===== config.mk =====
export PLATFORM = sky130hd
export DESIGN_NAME = cutoff_seq
export DESIGN_NICKNAME = d
export VERILOG_FILES = /design/src/rtl/cutoff_pkg.sv /design/src/rtl/cutoff_ctrl.sv /design/src/rtl/cutoff_chan.sv /design/src/rtl/cutoff_seq.sv
export SDC_FILE = /design/constraint.sdc
export NUM_CORES = 1
export LEC_CHECK = 0
export BUFFER_PORTS_ARGS = -buffer_cell sky130_fd_sc_hd__buf_2
export CAP_MARGIN = 20
export CELL_PAD_IN_SITES_DETAIL_PLACEMENT = 0
export CELL_PAD_IN_SITES_GLOBAL_PLACEMENT = 2
export CORE_AREA = 2 2 39 41
export CTS_BUF_LIST = sky130_fd_sc_hd__clkbuf_2 sky130_fd_sc_hd__clkbuf_4 sky130_fd_sc_hd__clkbuf_8
export DETAILED_ROUTE_END_ITERATION = 8
export DIE_AREA = 0 0 41 43
export PLACE_DENSITY = 0.76
export SETUP_SLACK_MARGIN = 0.15
export SYNTH_ARGS = -nofsm -noshare
export SYNTH_HDL_FRONTEND = slang
export SYNTH_SLANG_ARGS = --single-unit

===== constraint.sdc =====
create_clock -name clk -period 2.7 [get_ports clk]
set_input_delay 0.135 -clock clk [delete_from_list [all_inputs] [get_ports clk]]
set_output_delay 0.135 -clock clk [all_outputs]
set_load 0.01 [all_outputs]

===== src/rtl/cutoff_pkg.sv =====
package cutoff_pkg;
  localparam int NUM_CH = 3;
  localparam int CH_W   = (NUM_CH > 1) ? $clog2(NUM_CH) : 1;

  typedef enum logic [2:0] {
    ST_WARM, ST_IDLE, ST_RETR, ST_WAITL, ST_MEAS
  } seqState_t;

  typedef struct packed {
    logic clrIdx;
    logic incIdx;
    logic measOn;
  } seqCtl_t;
endpackage


===== src/rtl/cutoff_ctrl.sv =====
module cutoff_ctrl
  import cutoff_pkg::*;
(
  input  logic    clk,
  input  logic    rstN,
  input  logic    lineStb,
  input  logic    retrace,
  input  logic    cathodeDet,
  input  logic    lastCh,
  output seqCtl_t ctl,
  output logic    leakSample,
  output logic    whiteInsert,
  output logic    loopsOn
);
  seqState_t stateQ, stateD;

  always_ff @(posedge clk or negedge rstN) begin
    if (!rstN) stateQ <= ST_WARM;
    else       stateQ <= stateD;
  end

  always_comb begin
    stateD     = stateQ;
    ctl.clrIdx = 1'b0;
    ctl.incIdx = 1'b0;
    ctl.measOn = (stateQ == ST_MEAS);
    if (stateQ == ST_WARM) begin
      if (cathodeDet) stateD = ST_IDLE;
    end else if (retrace) begin
      stateD = ST_RETR;
    end else begin
      case (stateQ)
        ST_RETR:  stateD = ST_WAITL;
        ST_WAITL: if (lineStb) begin
                    stateD     = ST_MEAS;
                    ctl.clrIdx = 1'b1;
                  end
        ST_MEAS:  if (lineStb) begin
                    if (lastCh) stateD = ST_IDLE;
                    else        ctl.incIdx = 1'b1;
                  end
        default:  stateD = stateQ;
      endcase
    end
  end

  assign leakSample  = (stateQ == ST_RETR);
  assign whiteInsert = (stateQ == ST_WARM);
  assign loopsOn     = !whiteInsert;
endmodule


===== src/rtl/cutoff_chan.sv =====
module cutoff_chan
  import cutoff_pkg::*;
(
  input  logic              clk,
  input  logic              rstN,
  input  seqCtl_t           ctl,
  output logic              lastCh,
  output logic [NUM_CH-1:0] measEn,
  output logic              cutoffLine
);
  logic [CH_W-1:0] idxQ;

  always_ff @(posedge clk or negedge rstN) begin
    if (!rstN)           idxQ <= '0;
    else if (ctl.clrIdx) idxQ <= '0;
    else if (ctl.incIdx) idxQ <= idxQ + CH_W'(1);
  end

  assign lastCh = (idxQ == CH_W'(NUM_CH - 1));

  for (genvar c = 0; c < NUM_CH; c++) begin : g_en
    assign measEn[c] = ctl.measOn && (idxQ == CH_W'(c));
  end

  assign cutoffLine = |measEn;
endmodule


===== src/rtl/cutoff_seq.sv =====
module cutoff_seq
  import cutoff_pkg::*;
(
  input  logic clk,
  input  logic rstN,
  input  logic lineStb,
  input  logic retrace,
  input  logic cathodeDet,
  output logic leakSample,
  output logic measR,
  output logic measG,
  output logic measB,
  output logic cutoffLine,
  output logic whiteInsert,
  output logic loopsOn
);
  seqCtl_t           ctl;
  logic              lastCh;
  logic [NUM_CH-1:0] measEn;

  cutoff_ctrl u_ctrl (
    .clk(clk), .rstN(rstN), .lineStb(lineStb), .retrace(retrace),
    .cathodeDet(cathodeDet), .lastCh(lastCh), .ctl(ctl),
    .leakSample(leakSample), .whiteInsert(whiteInsert), .loopsOn(loopsOn)
  );

  cutoff_chan u_chan (
    .clk(clk), .rstN(rstN), .ctl(ctl), .lastCh(lastCh),
    .measEn(measEn), .cutoffLine(cutoffLine)
  );

  assign measR = measEn[0];
  assign measG = measEn[1];
  assign measB = measEn[2];
endmodule


==> results.json, run 1 <==
{
  "syn_avg_cell_area_um2": 9.46,
  "p_per_area_nw_per_um2": 872,
  "syn_area_um2": 407,
  "yosysSeqAreaShare_pct": 30.8,
  "synth_nets": 51,
  "r2r_slack_ns": 1.43,
  "nets": 66,
  "slowest_delay_ns": 0.40,
  "dp_hpwl_um": 615,
  "vias": 340,
  "rsz0062_at_grt": "no",
  "synth_compound_area_share_pct": 22.5,
  "pre_cts_slack_ns": 1.39,
  "async_flop_share_pct": 100,
  "worst_pin_slew_ns": 0.349,
  "min_path_type": "in2reg",
  "yosysMostFrequentCell": "inv_1",
  "grt_pass1_vias": 317,
  "leakage_nw": 0.260,
  "portBuffers": 11,
  "cts_buffers": 3,
  "postCtsSetupRepairBufs": 0,
  "routabilityCongestion": 0.644,
  "end_kind": "output port",
  "synth-simple-area-share_pct": 24.6,
  "busiest_layer": "met1",
  "synth_commonest_cells": "inv_1 (6), dfrtp_1 (5)",
  "ys.flop_type": "dfrtp_1",
  "required_ns": 2.57,
  "area_growth_pct": 24.3,
  "timing.final.hold_violations": 0,
  "die_area_um2": 1760,
  "grt_max_degree": 12,
  "r2r_end": "u_ctrl.stateQ[0]",
  "synth_top_family_by_area": "simple AND/OR/NAND/NOR gates",
  "drc": 0,
  "cts_resized": 0,
  "ant_nets": 0,
  "clock_sinks": 5,
  "critPathSlowestCell": "dfrtp_1",
  "ios": 12,
  "syn_inst": 43,
  "synth_top_area_share_pct": 30.8,
  "worst_slack_ns": 1.14,
  "ctsHoldBuffers": 1,
  "post-route-min-period_ns": 1.56,
  "htree_levels": 1,
  "antenna-diode-count": 0,
  "synth_xor_area_share_pct": 0,
  "synth-seq-cells": 5,
  "fin_tns_setup_ns": 0,
  "clockBufferDepth": 2,
  "gr-usage-all-layers_pct": 11.0,
  "clk_pin_slew_ns": 0.05,
  "arrival_ns": 1.43,
  "start_kind": "flop",
  "finalMaxSlewViolations": 0,
  "num_rows": 14,
  "routed_wl_um": 781,
  "rr_worst_depth": 6,
  "grt_use_met2_pct": 15.0,
  "startpoint": "u_chan.idxQ[0]",
  "gr-usage-met3_pct": 3.14,
  "crit_fanout": 4,
  "min_period_over_period_pct": 58.0,
  "crit_type": "reg2out",
  "root_buffer": "clkbuf_4",
  "grt_pass1_wl_um": 1300,
  "crit_chain": "inv_1 > ha_1 > o311a_1 > buf_2",
  "yosys.area.top_type": "dfrtp_1",
  "die_height_um": 43,
  "drive_gt1_share_pct": 38.6,
  "crit_path_end": "cutoffLine",
  "die_x_um": 41,
  "drt-initial-drc-count": 4,
  "synthMuxAreaShare_pct": 2.46,
  "r2r_start": "u_chan.idxQ[0]",
  "yosys.area_share.adder_pct": 9.23,
  "fmax_mhz": 639,
  "skew_ns": 0.00437,
  "peakVddDrop_uv": 253,
  "clock_latency_ns": 0.24,
  "drv_cap": 0,
  "yosysWarnings": 0,
  "initial_core_util_pct": 29.4,
  "viasPerCell": 4.66,
  "synthTopCellsByArea": "dfrtp_1 (31%), ha_1 (9.2%), nand4b_4 (5.8%), inv_1 (5.5%), and3_1 (4.6%)",
  "grt_overflow": 0,
  "wire_per_inst_um": 10.7,
  "cts_tree": "built",
  "met1_usage_pct": 15.1,
  "synth_edf_count": 0,
  "core_um2": 1380,
  "timing.slew.headroom_pct": 76.7,
  "setup_viol": 0,
  "antenna_found_initial": 0,
  "run_status": "finished, final reports clean",
  "firstDrtPassIters": 2,
  "yosysUniqueCellTypes": 23
}
## per-stage QoR
stage | std cells | total power [W] | area (µm²) | util, % | hold slack (ns)
after detailed placement | 68 | 0.000345 | 465 | 33.6 | -0.0417
after global routing | 73 | 0.000485 | 505 | 36.5 | 0.138
after global placement | 68 | 0.000348 | 465 | 33.6 | -0.0384
after floorplan | 43 | 0.000300 | 407 | - | -0.161
final | 73 | 0.000441 | 505 | 36.5 | 0.147
after CTS | 73 | 0.000447 | 505 | 36.5 | 0.133
## routing by layer
| metal | share of wire [%] | wire [µm] |
|---|---|---|
| met1 | 49 | 382 |
| met2 | 47 | 366 |
| met3 | 4.1 | 32 |
| met4 | 0 | 0 |
| met5 | 0 | 0 |
## layout make-up
| type | instances | area [µm²] |
|---|---|---|
| Clock buffer | 4 | 30.0 |
| Tap cell | 16 | 20.0 |
| Inverter | 7 | 26.3 |
| Timing Repair Buffer | 12 | 65.1 |
| Multi-Input combinational cell | 29 | 239 |
| Fill cell | 143 | 878 |
| Sequential cell | 5 | 125 |
## worst min path at each step
stage	start	endpoint	slack [ns]	cells past startpoint
finish	retrace	u_ctrl.stateQ[2]	0.15	2
global route	retrace	u_ctrl.stateQ[2]	0.14	2
CTS	retrace	u_ctrl.stateQ[2]	0.13	2
detailed placement	rstN	u_ctrl.stateQ[2]	-0.04	1
global placement	rstN	u_ctrl.stateQ[2]	-0.04	1
floorplan	rstN	u_chan.idxQ[0]	-0.16	0
## power breakdown
group / internal (W) / switching [W] / total (W)
Sequential: 0.000100 / 0.0000627 / 0.000163
Clock: 0.0000660 / 0.0000315 / 0.0000975
Combinational: 0.0000835 / 0.0000971 / 0.000181
Total: 0.000250 / 0.000191 / 0.000441
## critical path, delay by kind of cell (launching register included)
| family | cells | cell delay, ns |
|---|---|---|
| buffers and inverters | 2 | 0.22 |
| adder cells (fa/ha/maj) | 1 | 0.24 |
| flip-flops | 1 | 0.40 |
| AO/OA/AOI/OAI | 1 | 0.33 |
## cells in the final DEF, fill, tap and decap left out, types with 2 or more instances in the layout
cell and count:
and3_1 3, inv_1 6, nand2_1 2, a21oi_1 2, clkbuf_4 4, ha_1 3, o21ai_1 3, buf_2 11
o311ai_1 2, dfrtp_1 5, o21ai_0 3
## logic make-up after synthesis
kind of cell	Yosys count
buf+inv	9
mux	1
flops	5
compound gates	14
fa+ha+maj	3
simple gates	11
## registers in the layout (all words and copies together) (netlist names)
register / count
u_ctrl.stateQ: 3
u_chan.idxQ: 2
Note: power is estimated with default switching activity, not from simulation.
==> inputs of run 2 (changes only) <==
--- a/config.mk
+++ b/config.mk
@@ -9,11 +9,11 @@
 export CAP_MARGIN = 20
 export CELL_PAD_IN_SITES_DETAIL_PLACEMENT = 0
 export CELL_PAD_IN_SITES_GLOBAL_PLACEMENT = 2
-export CORE_AREA = 2 2 39 41
+export CORE_MARGIN = 2
+export CORE_UTILIZATION = 30
 export CTS_BUF_LIST = sky130_fd_sc_hd__clkbuf_2 sky130_fd_sc_hd__clkbuf_4 sky130_fd_sc_hd__clkbuf_8
 export DETAILED_ROUTE_END_ITERATION = 8
-export DIE_AREA = 0 0 41 43
-export PLACE_DENSITY = 0.76
+export PLACE_DENSITY = 0.75
 export SETUP_SLACK_MARGIN = 0.15
 export SYNTH_ARGS = -nofsm -noshare
 export SYNTH_HDL_FRONTEND = slang
==> constraint.sdc (replaced) <==
create_clock -name clk -period 1.48 [get_ports clk]
set_input_delay 0.074 -clock clk [delete_from_list [all_inputs] [get_ports clk]]
set_output_delay 0.074 -clock clk [all_outputs]
set_load 0.01 [all_outputs]
==> results.json, run 2 (same netlist as run 1, synthesis figures left out) <==
{
  "worst_slack_ns": 0.0840,
  "min_period_over_period_pct": 94.3,
  "root_buffer": "clkbuf_4",
  "skew_ns": 0.00172,
  "min_path_type": "in2reg",
  "finalMaxSlewViolations": 0,
  "drc": 0,
  "firstDrtPassIters": 2,
  "dp_hpwl_um": 645,
  "wire_per_inst_um": 11.3,
  "htree_levels": 1,
  "p_sw_share_pct": 43.0,
  "required_ns": 1.41,
  "p_switching_w": 0.000371,
  "r2r_end": "u_chan.idxQ[1]",
  "fin_tns_setup_ns": 0,
  "core_um2": 1280,
  "post-route-min-period_ns": 1.40,
  "ios": 12,
  "final_cell_mix": "buf_2 (11), inv_1 (4), clkbuf_4 (4)",
  "setup_viol": 0,
  "routabilityCongestion": 0.690,
  "vias": 361,
  "whs_path_depth": 2,
  "power_frac_clock_pct": 19.8,
  "routed_wl_um": 838,
  "p_seq_share_pct": 36.4,
  "area_growth_pct": 33.8,
  "viasPerCell": 4.88,
  "peakVddDrop_uv": 664,
  "reg.largest.list": "u_ctrl.stateQ: 3 flops, u_chan.idxQ: 2 flops",
  "portBuffers": 11,
  "whs_endpoint": "u_ctrl.stateQ[2]",
  "r2r_start": "u_chan.idxQ[0]",
  "grt_pass1_wl_um": 1340,
  "largest_reg_flops": 3,
  "crit_type": "reg2out",
  "ant_nets": 0,
  "pre_cts_slack_ns": 0.204,
  "rr_worst_depth": 6,
  "clock_sinks": 5,
  "r2r_slack_ns": 0.21,
  "antenna_found_initial": 0,
  "p_comb_share_pct": 43.8,
  "rsz0062_at_grt": "yes",
  "cts_buffers": 3,
  "die_x_um": 40.8,
  "gr-usage-all-layers_pct": 12.5,
  "initial_core_util_pct": 31.6,
  "timing.final.hold_violations": 0,
  "timing.slew.headroom_pct": 85.4,
  "startpoint": "u_chan.idxQ[0]",
  "cpLargestDelayFamily": "flip-flops",
  "dpl.cell_count": 67,
  "clk_pin_slew_ns": 0.04,
  "start_kind": "flop",
  "clock_latency_ns": 0.24,
  "cts_tree": "built",
  "die_height_um": 40.8,
  "drive_gt1_share_pct": 55.9,
  "end_kind": "output port",
  "die_area_um2": 1670,
  "clockBufferDepth": 2,
  "max_flop_register": "u_ctrl.stateQ",
  "stdcell_count": 74,
  "critPathSlowestCell": "dfrtp_1",
  "arrival_ns": 1.32,
  "num_rows": 13,
  "crit_chain": "inv_2 > ha_2 > o311a_1 > buf_2",
  "antenna-diode-count": 0,
  "drt-initial-drc-count": 3,
  "leakage_nw": 0.267,
  "p_per_area_nw_per_um2": 1580,
  "internal-power_w": 0.000492,
  "hold_start": "retrace",
  "crit_buf_inv": 2,
  "drv_cap": 0,
  "slowest_delay_ns": 0.38,
  "fmax_mhz": 716,
  "grt_max_degree": 12,
  "final_common_cell": "buf_2",
  "nets": 68,
  "run_status": "finished, final reports clean",
  "grt_overflow": 0,
  "worst_pin_slew_ns": 0.215,
  "crit_fanout": 3,
  "grt_pass1_vias": 318
}
## run 2: worst max-delay path by stage
stage	endpoint	slack, ns	cells past startpoint
floorplan	u_ctrl.stateQ[0]	0.26	4
detailed placement	u_ctrl.stateQ[0]	0.20	6
global route	cutoffLine	0.004	4
finish	cutoffLine	0.08	4
global placement	u_chan.idxQ[1]	0.21	4
CTS	cutoffLine	0.08	4
## run 2: cell type report
cell class,instances,area (µm²)
Clock buffer,4,30.0
Multi-Input combinational cell,29,260
Inverter,7,26.3
Tap cell,15,18.8
Fill cell,135,741
Sequential cell,5,129
Timing Repair Buffer,14,80.1
## run 2: power groups by stage
stage	Clock, W	Combinational, W	Sequential, W
detailed placement	0	0.000335	0.000296
CTS	0.000181	0.000366	0.000303
global route	0.000188	0.000431	0.000331
global placement	0	0.000344	0.000301
finish	0.000171	0.000377	0.000314
floorplan	0	0.000310	0.000237
## run 2: per-layer routing
layer	wire length [µm]	global-route usage, %
met4	0	5.00
met2	454	20.7
met5	0	0
met3	37	3.80
met1	345	14.7
## run 2: timing repair
item | CTS | global route
gates cloned | 0 | 0
hold buffers | 1 | 0
endpoints found under the setup margin | 4 | 11
gates resized for setup | 5 | 5
pin swaps | 0 | 2
buffers inserted | 2 | 0
hold endpoints to repair | 5 | 0
## run 2: per-stage QoR
stage               hold WS [ns]  utilization (%)  power, W  cell area [µm²]
CTS                       0.0727             41.2  0.000850              529
global placement          -0.103             36.1  0.000645              464
detailed placement        -0.104             36.1  0.000632              464
global route              0.0993             42.4  0.000950              544
finish                    0.0841             42.4  0.000863              544
floorplan                 -0.222                -  0.000547              407
==> inputs of run 3 (changes only) <==
--- a/config.mk
+++ b/config.mk
@@ -7,7 +7,7 @@
 export LEC_CHECK = 0
 export BUFFER_PORTS_ARGS = -buffer_cell sky130_fd_sc_hd__buf_2
 export CAP_MARGIN = 20
-export CELL_PAD_IN_SITES_DETAIL_PLACEMENT = 0
+export CELL_PAD_IN_SITES_DETAIL_PLACEMENT = 1
 export CELL_PAD_IN_SITES_GLOBAL_PLACEMENT = 2
 export CORE_MARGIN = 2
 export CORE_UTILIZATION = 30
==> results.json, run 3 (same netlist as run 1, synthesis figures left out) <==
{
  "rsz0062_at_grt": "yes",
  "core_um2": 1280,
  "drive_gt1_share_pct": 54.2,
  "clock_sinks": 5,
  "nets": 68,
  "r2r_start": "u_chan.idxQ[0]",
  "min_path_type": "in2reg",
  "finalMaxSlewViolations": 0,
  "routed_wl_um": 987,
  "grt_pass1_wl_um": 1420,
  "gr-usage-all-layers_pct": 14.0,
  "num_rows": 13,
  "timing.final.hold_violations": 0,
  "crit_type": "reg2out",
  "viasPerCell": 4.97,
  "grt_overflow": 0,
  "whs_path_depth": 2,
  "leakage_nw": 0.267,
  "reg.largest.list": "u_ctrl.stateQ: 3 flops, u_chan.idxQ: 2 flops",
  "min_period_over_period_pct": 95.0,
  "initial_core_util_pct": 31.6,
  "r2r_end": "u_ctrl.stateQ[0]",
  "crit_fanout": 4,
  "ios": 12,
  "root_buffer": "clkbuf_4",
  "busiest_layer": "met2",
  "largest_reg_flops": 3,
  "drt-initial-drc-count": 1,
  "stdcell_count": 74,
  "grt_max_degree": 12,
  "clock_latency_ns": 0.25,
  "cts_buffers": 3,
  "timing.slew.headroom_pct": 85.4,
  "dp_hpwl_um": 722,
  "met1_usage_pct": 17.2,
  "post-route-min-period_ns": 1.41,
  "run_status": "finished, final reports clean",
  "rr_worst_depth": 6,
  "fmax_mhz": 711,
  "die_height_um": 40.8,
  "htree_levels": 1,
  "grt_pass1_vias": 313,
  "final_common_cell": "buf_2",
  "max_flop_register": "u_ctrl.stateQ",
  "final_cell_mix": "buf_2 (11), inv_1 (4), clkbuf_4 (4)",
  "drc": 0,
  "skew_ns": 0.00120,
  "gr-usage-met3_pct": 1.63,
  "start_kind": "flop",
  "routabilityCongestion": 0.690,
  "drv_cap": 0,
  "required_ns": 1.41,
  "fin_tns_setup_ns": 0,
  "worst_pin_slew_ns": 0.216,
  "grt_use_met2_pct": 21.1,
  "whs_endpoint": "u_ctrl.stateQ[2]",
  "antenna-diode-count": 0,
  "setup_viol": 0,
  "portBuffers": 11,
  "clockBufferDepth": 2,
  "peakVddDrop_uv": 597,
  "clk_pin_slew_ns": 0.05,
  "wire_per_inst_um": 13.3,
  "end_kind": "output port",
  "hold_start": "retrace",
  "r2r_slack_ns": 0.24,
  "cts_tree": "built",
  "die_area_um2": 1670,
  "area_growth_pct": 32.0,
  "arrival_ns": 1.33,
  "p_per_area_nw_per_um2": 1670,
  "ant_nets": 0,
  "antenna_found_initial": 0,
  "die_x_um": 40.8,
  "dpl.cell_count": 67,
  "vias": 368,
  "firstDrtPassIters": 2
}
## run 3: cell counts in the layout (fill, tap and decap cells not counted)
Identical to the previous run, type by type.
## run 3: area by class of cell
class | count | area, µm²
Tap cell | 15 | 18.8
Fill cell | 168 | 748
Clock buffer | 4 | 30.0
Sequential cell | 5 | 129
Inverter | 7 | 26.3
Timing Repair Buffer | 14 | 80.1
Multi-Input combinational cell | 29 | 253
## run 3: power breakdown
group	internal (W)	switching, W	leakage (nW)	total, W
clock network	0.000121	0.0000698	0.0184	0.000191
registers	0.000190	0.000125	0.0605	0.000315
logic	0.000187	0.000203	0.188	0.000391
total	0.000498	0.000398	0.267	0.000896
## run 3: per-stage QoR
stage	util (%)	setup WS, ns	instance area, µm²	hold slack (ns)	power, W
2_1_floorplan	-	0.264	407	-0.222	0.000547
3_3_place_gp	36.1	0.206	464	-0.103	0.000645
3_5_place_dp	36.1	0.146	464	-0.0986	0.000642
4_1_cts	40.7	0.0549	523	0.0589	0.000880
5_1_grt	41.8	0.00754	537	0.0907	0.000965
6_report	41.8	0.0734	537	0.0721	0.000896
## run 3: layer usage
metal | up-vias | share of wire (%) | routed length [µm]
met5 | - | 0 | 0
met2 | 7 | 49 | 488
li1 | 184 | - | -
met1 | 175 | 46 | 452
met4 | 0 | 2.1 | 21
met3 | 2 | 2.5 | 25
## run 3: critical path: stages, from the launching register on
cell and delay, ns:
dfrtp_1 0.38, inv_2 0.05, ha_2 0.20, o311a_1 0.32
buf_2 0.14
## run 3: worst max path at each step
stage / cells after the start / slack (ns) / endpoint / from
floorplan: 4 / 0.26 / u_ctrl.stateQ[0] / u_ctrl.stateQ[1]
global placement: 4 / 0.21 / u_chan.idxQ[1] / u_ctrl.stateQ[1]
detailed placement: 6 / 0.15 / u_ctrl.stateQ[0] / u_chan.idxQ[0]
CTS: 4 / 0.05 / cutoffLine / u_chan.idxQ[0]
global route: 4 / 0.008 / cutoffLine / u_chan.idxQ[0]
finish: 4 / 0.07 / cutoffLine / u_chan.idxQ[0]
## run 3: what timing repair did
action | CTS | global route
hold buffers | 1 | 0
setup endpoints to repair | 5 | 8
endpoints found under the hold margin | 5 | 0
buffers inserted | 1 | 1
resized for setup | 6 | 3
pin swaps | 0 | 1
